### config.mk
export PLATFORM = sky130hd
export DESIGN_NAME = mbx_bridge
export DESIGN_NICKNAME = d
export VERILOG_FILES = /design/src/rtl/mbx_pkg.sv /design/src/rtl/mbx_chan.sv /design/src/rtl/mbx_side.sv /design/src/rtl/mbx_bridge.sv
export SDC_FILE = /design/constraint.sdc
export NUM_CORES = 1
export LEC_CHECK = 0
export BUFFER_PORTS_ARGS = -buffer_cell sky130_fd_sc_hd__clkbuf_2
export CAP_MARGIN = 10
export CORE_MARGIN = 1.5
export CORE_UTILIZATION = 50
export CTS_BUF_LIST = sky130_fd_sc_hd__clkbuf_8
export DETAILED_ROUTE_END_ITERATION = 12
export PLACE_DENSITY = 0.76
export SYNTH_ARGS = -nofsm -noshare
export SYNTH_HDL_FRONTEND = slang
export SYNTH_SLANG_ARGS = --single-unit
export TNS_END_PERCENT = 20
### constraint.sdc
create_clock -name clk -period 8.2 [get_ports clk]
set_clock_uncertainty 0.05 [all_clocks]
set_input_delay 1.64 -clock clk [delete_from_list [all_inputs] [get_ports clk]]
set_output_delay 1.64 -clock clk [all_outputs]
set_load 0.01 [all_outputs]
### src/rtl/mbx_pkg.sv
package mbx_pkg;
  localparam int MBX_COUNT = 4;
  localparam int MBX_BYTES = 4;
  localparam int MBX_AW    = 4;

  // position of mailbox m byte b inside a flag vector
  function automatic int flag_pos(input int m, input int b, input int nb);
    return m * nb + b;
  endfunction

  // sticky bit: a set in the same cycle as a clear wins
  function automatic logic sticky_next(input logic q, input logic clr, input logic set);
    return set | (q & ~clr);
  endfunction

  // rising and falling change of one flag between its current and next value
  function automatic logic rose(input logic now_v, input logic next_v);
    return ~now_v & next_v;
  endfunction

  function automatic logic fell(input logic now_v, input logic next_v);
    return now_v & ~next_v;
  endfunction
endpackage

### src/rtl/mbx_chan.sv
module mbx_chan
  import mbx_pkg::*;
#(
  parameter int NMB = MBX_COUNT,
  parameter int NB  = MBX_BYTES,
  localparam int SW = (NMB > 1) ? $clog2(NMB) : 1,
  localparam int DW = NB * 8,
  localparam int NF = NMB * NB
)(
  input  logic            clk,
  input  logic            rst,
  input  logic            wr_en,
  input  logic [SW-1:0]   wr_sel,
  input  logic [NB-1:0]   wr_be,
  input  logic [DW-1:0]   wr_data,
  input  logic            rd_en,
  input  logic [SW-1:0]   rd_sel,
  input  logic [NB-1:0]   rd_be,
  input  logic            clr_all,
  output logic [NF*8-1:0] data_o,
  output logic [NF-1:0]   flags_o,
  output logic [NF-1:0]   flags_nxt_o
);
  logic [NF*8-1:0] data_q;
  logic [NF-1:0]   flg_q;
  logic [NF-1:0]   flg_d;

  for (genvar m = 0; m < NMB; m++) begin : g_mbx
    for (genvar b = 0; b < NB; b++) begin : g_byte
      localparam int I = flag_pos(m, b, NB);
      logic hit_w, hit_r;
      assign hit_w = wr_en && (wr_sel == SW'(m)) && wr_be[b];
      assign hit_r = rd_en && (rd_sel == SW'(m)) && rd_be[b];
      // write dominates read and global clear
      assign flg_d[I] = hit_w ? 1'b1 : ((hit_r || clr_all) ? 1'b0 : flg_q[I]);

      always_ff @(posedge clk) begin
        if (rst) begin
          data_q[I*8 +: 8] <= '0;
          flg_q[I]         <= 1'b0;
        end else begin
          flg_q[I] <= flg_d[I];
          if (hit_w) data_q[I*8 +: 8] <= wr_data[b*8 +: 8];
        end
      end
    end
  end

  assign data_o      = data_q;
  assign flags_o     = flg_q;
  assign flags_nxt_o = flg_d;
endmodule

### src/rtl/mbx_side.sv
module mbx_side
  import mbx_pkg::*;
#(
  parameter int NMB = MBX_COUNT,
  parameter int NB  = MBX_BYTES,
  parameter int AW  = MBX_AW,
  localparam int SW = (NMB > 1) ? $clog2(NMB) : 1,
  localparam int BW = (NB > 1) ? $clog2(NB) : 1,
  localparam int DW = NB * 8,
  localparam int NF = NMB * NB,
  localparam int CW = SW + BW + 2
)(
  input  logic            clk,
  input  logic            rst,
  input  logic            bus_wr,
  input  logic            bus_rd,
  input  logic [AW-1:0]   bus_addr,
  input  logic [NB-1:0]   bus_be,
  input  logic [DW-1:0]   bus_wdata,
  output logic [DW-1:0]   bus_rdata,
  output logic            irq,
  output logic [1:0]      pend_o,
  output logic            out_wr,
  output logic [SW-1:0]   out_sel,
  output logic [NB-1:0]   out_be,
  output logic [DW-1:0]   out_wdata,
  output logic            in_rd,
  output logic [SW-1:0]   in_sel,
  output logic [NB-1:0]   in_be,
  output logic            clr_req,
  input  logic [NF*8-1:0] out_data,
  input  logic [NF-1:0]   out_flags,
  input  logic [NF-1:0]   out_flags_nxt,
  input  logic [NF*8-1:0] in_data,
  input  logic [NF-1:0]   in_flags,
  input  logic [NF-1:0]   in_flags_nxt
);
  localparam logic [AW-1:0] A_IN0  = AW'(NMB);
  localparam logic [AW-1:0] A_STAT = AW'(2 * NMB);
  localparam logic [AW-1:0] A_CTRL = AW'(2 * NMB + 1);
  localparam logic [AW-1:0] A_ICFG = AW'(2 * NMB + 2);
  localparam logic [AW-1:0] A_IPND = AW'(2 * NMB + 3);

  logic           is_out, is_in;
  logic [SW-1:0]  sel;
  logic [CW-1:0]  cfg_q;
  logic [1:0]     pend_q, pend_d;
  logic [SW+BW-1:0] sidx;
  logic           fill_ev, empty_ev, w1c_wr;
  logic [DW-1:0]  stat_w;

  assign is_out = bus_addr < A_IN0;
  assign is_in  = !is_out && (bus_addr < A_STAT);
  assign sel    = bus_addr[SW-1:0];

  assign out_wr    = bus_wr && is_out;
  assign out_sel   = sel;
  assign out_be    = bus_be;
  assign out_wdata = bus_wdata;
  assign in_rd     = bus_rd && is_in;
  assign in_sel    = sel;
  assign in_be     = bus_be;
  assign clr_req   = bus_wr && (bus_addr == A_CTRL) && bus_wdata[0];
  assign w1c_wr    = bus_wr && (bus_addr == A_IPND);

  always_comb begin
    stat_w = '0;
    stat_w[NF-1:0]    = in_flags;
    stat_w[2*NF-1:NF] = out_flags;
  end

  always_comb begin
    bus_rdata = '0;
    if (is_out)      bus_rdata = out_data[sel*DW +: DW];
    else if (is_in)  bus_rdata = in_data[sel*DW +: DW];
    else if (bus_addr == A_STAT) bus_rdata = stat_w;
    else if (bus_addr == A_ICFG) bus_rdata = DW'(cfg_q);
    else if (bus_addr == A_IPND) bus_rdata = DW'(pend_q);
  end

  // selected flag index: mailbox select above byte select
  assign sidx     = {cfg_q[SW-1:0], cfg_q[SW+BW-1:SW]};
  assign fill_ev  = cfg_q[SW+BW]     && rose(in_flags[sidx], in_flags_nxt[sidx]);
  assign empty_ev = cfg_q[SW+BW + 1] && fell(out_flags[sidx], out_flags_nxt[sidx]);

  assign pend_d[0] = sticky_next(pend_q[0], w1c_wr && bus_wdata[0], fill_ev);
  assign pend_d[1] = sticky_next(pend_q[1], w1c_wr && bus_wdata[1], empty_ev);

  always_ff @(posedge clk) begin
    if (rst) begin
      cfg_q  <= '0;
      pend_q <= '0;
    end else begin
      pend_q <= pend_d;
      if (bus_wr && (bus_addr == A_ICFG)) cfg_q <= bus_wdata[CW-1:0];
    end
  end

  assign pend_o = pend_q;
  assign irq    = |pend_q;
endmodule

### src/rtl/mbx_bridge.sv
module mbx_bridge
  import mbx_pkg::*;
#(
  parameter int NMB = MBX_COUNT,
  parameter int NB  = MBX_BYTES,
  parameter int AW  = MBX_AW,
  localparam int SW = (NMB > 1) ? $clog2(NMB) : 1,
  localparam int DW = NB * 8,
  localparam int NF = NMB * NB
)(
  input  logic          clk,
  input  logic          rst,
  input  logic          h_wr,
  input  logic          h_rd,
  input  logic [AW-1:0] h_addr,
  input  logic [NB-1:0] h_be,
  input  logic [DW-1:0] h_wdata,
  output logic [DW-1:0] h_rdata,
  output logic          h_irq,
  input  logic          l_wr,
  input  logic          l_rd,
  input  logic [AW-1:0] l_addr,
  input  logic [NB-1:0] l_be,
  input  logic [DW-1:0] l_wdata,
  output logic [DW-1:0] l_rdata,
  output logic          l_irq
);
  // host-to-local channel
  logic            h_owr, l_ird;
  logic [SW-1:0]   h_osel, l_isel;
  logic [NB-1:0]   h_obe, l_ibe;
  logic [DW-1:0]   h_odata;
  logic [NF*8-1:0] h2l_data;
  logic [NF-1:0]   h2l_flags, h2l_nxt;
  // local-to-host channel
  logic            l_owr, h_ird;
  logic [SW-1:0]   l_osel, h_isel;
  logic [NB-1:0]   l_obe, h_ibe;
  logic [DW-1:0]   l_odata;
  logic [NF*8-1:0] l2h_data;
  logic [NF-1:0]   l2h_flags, l2h_nxt;
  // shared events
  logic            h_clr, l_clr, clr_any;
  logic [1:0]      h_pend, l_pend;

  assign clr_any = h_clr | l_clr;

  mbx_chan #(.NMB(NMB), .NB(NB)) u_h2l (
    .clk(clk), .rst(rst),
    .wr_en(h_owr), .wr_sel(h_osel), .wr_be(h_obe), .wr_data(h_odata),
    .rd_en(l_ird), .rd_sel(l_isel), .rd_be(l_ibe), .clr_all(clr_any),
    .data_o(h2l_data), .flags_o(h2l_flags), .flags_nxt_o(h2l_nxt)
  );

  mbx_chan #(.NMB(NMB), .NB(NB)) u_l2h (
    .clk(clk), .rst(rst),
    .wr_en(l_owr), .wr_sel(l_osel), .wr_be(l_obe), .wr_data(l_odata),
    .rd_en(h_ird), .rd_sel(h_isel), .rd_be(h_ibe), .clr_all(clr_any),
    .data_o(l2h_data), .flags_o(l2h_flags), .flags_nxt_o(l2h_nxt)
  );

  mbx_side #(.NMB(NMB), .NB(NB), .AW(AW)) u_host (
    .clk(clk), .rst(rst),
    .bus_wr(h_wr), .bus_rd(h_rd), .bus_addr(h_addr), .bus_be(h_be),
    .bus_wdata(h_wdata), .bus_rdata(h_rdata), .irq(h_irq), .pend_o(h_pend),
    .out_wr(h_owr), .out_sel(h_osel), .out_be(h_obe), .out_wdata(h_odata),
    .in_rd(h_ird), .in_sel(h_isel), .in_be(h_ibe), .clr_req(h_clr),
    .out_data(h2l_data), .out_flags(h2l_flags), .out_flags_nxt(h2l_nxt),
    .in_data(l2h_data), .in_flags(l2h_flags), .in_flags_nxt(l2h_nxt)
  );

  mbx_side #(.NMB(NMB), .NB(NB), .AW(AW)) u_loc (
    .clk(clk), .rst(rst),
    .bus_wr(l_wr), .bus_rd(l_rd), .bus_addr(l_addr), .bus_be(l_be),
    .bus_wdata(l_wdata), .bus_rdata(l_rdata), .irq(l_irq), .pend_o(l_pend),
    .out_wr(l_owr), .out_sel(l_osel), .out_be(l_obe), .out_wdata(l_odata),
    .in_rd(l_ird), .in_sel(l_isel), .in_be(l_ibe), .clr_req(l_clr),
    .out_data(l2h_data), .out_flags(l2h_flags), .out_flags_nxt(l2h_nxt),
    .in_data(h2l_data), .in_flags(h2l_flags), .in_flags_nxt(h2l_nxt)
  );
endmodule

==> run summary <==
The fraction of synthesized area in multiplexers works out to 33.6%. Of the total synthesized cell area, the portion taken by AND, OR, NAND and NOR gates is 16.8%. The synthesized net count came out at 1,847. Dividing total power by cell area gives a power density of 172 nW/um2.

The die is 187 um tall. TritonCTS built the clock tree. The number of filler cells placed in the layout is 2,942, and the clock edge transition at the registers on the reported setup and hold paths is 0.06 ns.

The routed design could run at a clock period as short as 6.17 ns. The routed layout has 14,976 vias. The minimum setup slack in the final design was 2.03 ns; the data arrival at the endpoint of the critical path was 4.48 ns. The clock tree synthesis step divided the H-tree into 2 levels. For this configuration, the core starts out at a cell density of 50.6%. The later pin in the worst-skew pair is clocked with a latency of 0.63 ns. In this run, distinct cell masters in the synthesized netlist total 60.

In the routed design, unresolved DRC markers number 0. Based on the critical path, the design can be clocked at up to 162 MHz. The tool flagged a number of max-cap violations equal to 0. In the detailed route, the total length drawn on met2 is 26,400 um. Relative to the synthesized area, the layout overhead comes to 11.3%.

Yosys printed 0 warnings. The dominant register cell in the synthesized netlist is dfxtp_1. For the global route total overflow, the log shows 0.

Number of hold-slack violations in the final timing report: 0. The initial antenna violation count was 4. The vias per cell was 6.46; the area fraction in compound gates after synthesis was 9.65%. The flow ran to the end, and the final reports show no timing, DRC or antenna violations. Counting the buffers created by CTS gives 52. The sum of met3 wire segment lengths after detailed routing was 6580 um.

The total global routing track utilization was 33.0%. In this run the clock root is driven by a clkbuf_8. Row generation in the floorplan step produced 67 rows. Of the total synthesized cell area, the portion taken by XOR and XNOR cells is 0%.

The die is 187 um wide. The die covers 34,900 um2. In this run, flip-flops and latches consume 46.4% of the power.

The total half-perimeter wirelength after legalization and detailed placement came out at 39,800 um. In the final routing, the length of wire on met1 measures 21,600 um. Setup repair after global routing left no endpoint under its margin. The tools report the count of final max-slew check failures as 0.

The proportion of power drawn by combinational gates was 8.1%. The number of failing setup endpoints in the final timing report is 0. The logs give 152 for the number of ports placed on the die boundary and 14,668 for the via count of the first global-routing pass.

Of the total power, the share spent switching nets is 26.4%. The detail-routed net length per standard cell was 25.1 um. At the pin with the least slew margin, the transition time is 1.14 ns. Per report_power, the clock group accounts for 45.5% of the total. The internal power of the cells totals 2390 uW.

The detail route stage leaves a number of antenna-violating nets equal to 0. Count of mapped cells out of synthesis: 1,761. For this design the total switching power over the nets is 856 uW. The flip-flop and latch count after synthesis is 304. The classification of the worst setup path was in -> out.

The count of flip-flops with a built-in enable after synthesis works out to 0. The leakage power is 0.00812 uW, and the sum of routed wire length over all layers is 58,300 um. Cells with a size suffix above 1 make up 22.2% of the layout. Pre-CTS setup slack: 2.15 ns.

The clock drives 304 sinks. The worst slew slack as a fraction of its limit was 24.0%; the total of buffers placed on input and output ports was 151. Adding up every negative setup slack in the final design gives 0 ns. The largest net degree at the start of global routing is 115. In this run the post-CTS setup repair buffer count came out at 0. The worst hold path belongs to the class reg -> reg. The largest fanout of any net on the critical path came out at 48. In the finished design, the share of the clock period the worst path needs comes to 75.2%. The overall power came out at 3240 uW. In this run the mean area of a mapped cell was 9.60 um2. The number of hold-repair buffers added at the cts stage was 0. The share of async-settable or async-resettable flops after synthesis came out at 0%.

STA classifies the critical path startpoint as an input pin. Of the total synthesized cell area, the portion taken by full adders, half adders and majority gates is 0%. The maximum root-to-sink buffer count was 3. The worst path required time is 6.51 ns, and the sequential fraction of the synthesis area is 36.0%. The mapped netlist covers 16,900 um2. The congestion estimate from routability-driven global placement came to 0.996. The highest layer touched by signal routing is met4. Cells fill 56.3% of the core in the end.

The first global-routing pass estimated 88,500 um of wire. The total area inside the core boundary comes to 33,400 um2. The main combinational cell family by area after synthesis is multiplexers. The violation count after the first detailed-routing iteration came out at 1,949. In this run, post-CTS repair resized a total of 0 instances.

For this run, the detailed router's first-pass iteration total came to 5. The element type at the critical path end was an output port. In the final design database the tool counted 1,911 nets. IR analysis of the VDD net gives a maximum drop of 0.128 mV.
## routing by layer
metal  track usage (%)  up-vias
met5                 0        -
met4              20.9        0
met3              8.29      211
met2              50.5     1000
met1              41.9     7260
li1                  -     6505
## metrics by stage
stage          hold WS (ns)  instances  area [um2]
6_report              0.417       2319       18800
5_1_grt               0.436       2318       18800
4_1_cts               0.417       2315       18800
3_5_place_dp          0.409       2219       17700
3_3_place_gp          0.402       2219       17700
2_1_floorplan         0.393       1761       16900
## power by group through the flow
stage	Combinational, uW	Sequential (uW)	Clock [uW]
floorplan	164	1530	0
global placement	252	1530	0
detailed placement	256	1540	0
CTS	257	1500	1480
global route	275	1500	1560
finish	263	1500	1480
## cells by family (layout without fill, tap and decap cells)
family / count (synthesis) / after routing
buffers and inverters: 162 / 268
AND/OR/NAND/NOR: 621 / 621
multiplexers: 377 / 377
flip-flops: 304 / 304
AO/OA/AOI/OAI: 297 / 297
other: 0 / 4
## worst max-delay path, cell delays in order
cell      delay [ns]
buf_4           0.35
nor2_1          0.49
and2_1          0.91
a21oi_1         0.15
o21ai_0         0.65
clkbuf_2        0.25
## layout by cell type (no fill, tap or decap), drive strengths merged, types with 2 or more instances in the layout
cell	netlist	routed
a2111oi	2	2
o31ai	4	4
clkbuf	97	212
nand2b	9	9
nand4	3	3
o211ai	3	3
bufinv	0	3
nand4b	7	7
and2	25	25
nor4	2	2
a32oi	5	5
nand3	75	75
a32o	2	2
nor3	4	4
and3b	3	3
o22ai	4	4
nor2	244	244
a21oi	128	128
dfxtp	304	304
a21boi	4	4
o21a	2	2
and3	2	2
nor3b	3	3
mux2i	224	224
diode	0	4
a311oi	3	3
mux4	152	152
inv	7	27
nor2b	59	59
or2	6	6
o21ai	121	121
nand2	174	174
a211oi	2	2
clkinv	1	9
a31oi	9	9
buf	57	17
## state kept, by name (all words and copies together) (netlist names)
name and flops:
u_h2l.data_o 128, u_l2h.data_o 128, u_h2l.flags_o 16, u_l2h.flags_o 16, u_host.cfg_q 6, u_loc.cfg_q 6
u_host.pend_o 2, u_loc.pend_o 2
## synthesized netlist by cell type, types with 3 or more instances
library cell / n / area [um2]
a21boi_0: 4 / 30.0
a21oi_1: 128 / 641
a31oi_1: 9 / 56.3
a32oi_1: 4 / 35.0
and2_1: 25 / 156
and3b_1: 3 / 26.3
buf_1: 13 / 48.8
buf_2: 40 / 200
clkbuf_1: 96 / 360
dfxtp_1: 304 / 6090
inv_1: 7 / 26.3
mux2i_1: 224 / 2240
mux4_2: 152 / 3420
nand2_1: 172 / 646
nand2b_1: 9 / 56.3
nand3_1: 75 / 375
nand4_1: 3 / 18.8
nand4b_1: 7 / 61.3
nor2_1: 241 / 905
nor2b_1: 59 / 369
o211ai_1: 3 / 22.5
o21ai_0: 120 / 601
o22ai_1: 4 / 25.0
o31ai_1: 4 / 30.0
or2_2: 6 / 37.5
## worst paths after layout
path                            cells after the start                            end  slack (ns)                          start
worst min register to register                      2  u_l2h.data_o[83]$_SDFFE_PP0P_        0.42  u_l2h.data_o[83]$_SDFFE_PP0P_
worst min-delay path                                2  u_l2h.data_o[83]$_SDFFE_PP0P_        0.42  u_l2h.data_o[83]$_SDFFE_PP0P_
worst max register to register                      5    u_host.pend_o[0]$_SDFF_PP0_        5.35   u_host.cfg_q[2]$_SDFFE_PP0P_
worst max-delay path                                6                    h_rdata[12]        2.03                      h_addr[0]
## layout make-up
cell class | instances | area (um2) | share of cell area [%]
Antenna cell | 4 | 10.0 | 0.0532
Inverter | 8 | 30.0 | 0.159
Clock buffer | 65 | 895 | 4.75
Tap cell | 448 | 561 | 2.98
Timing Repair Buffer | 164 | 872 | 4.63
Multi-Input combinational cell | 1295 | 10200 | 53.9
Sequential cell | 304 | 6090 | 32.3
Clock inverter | 31 | 223 | 1.18
(Power assumes the default switching activity.)
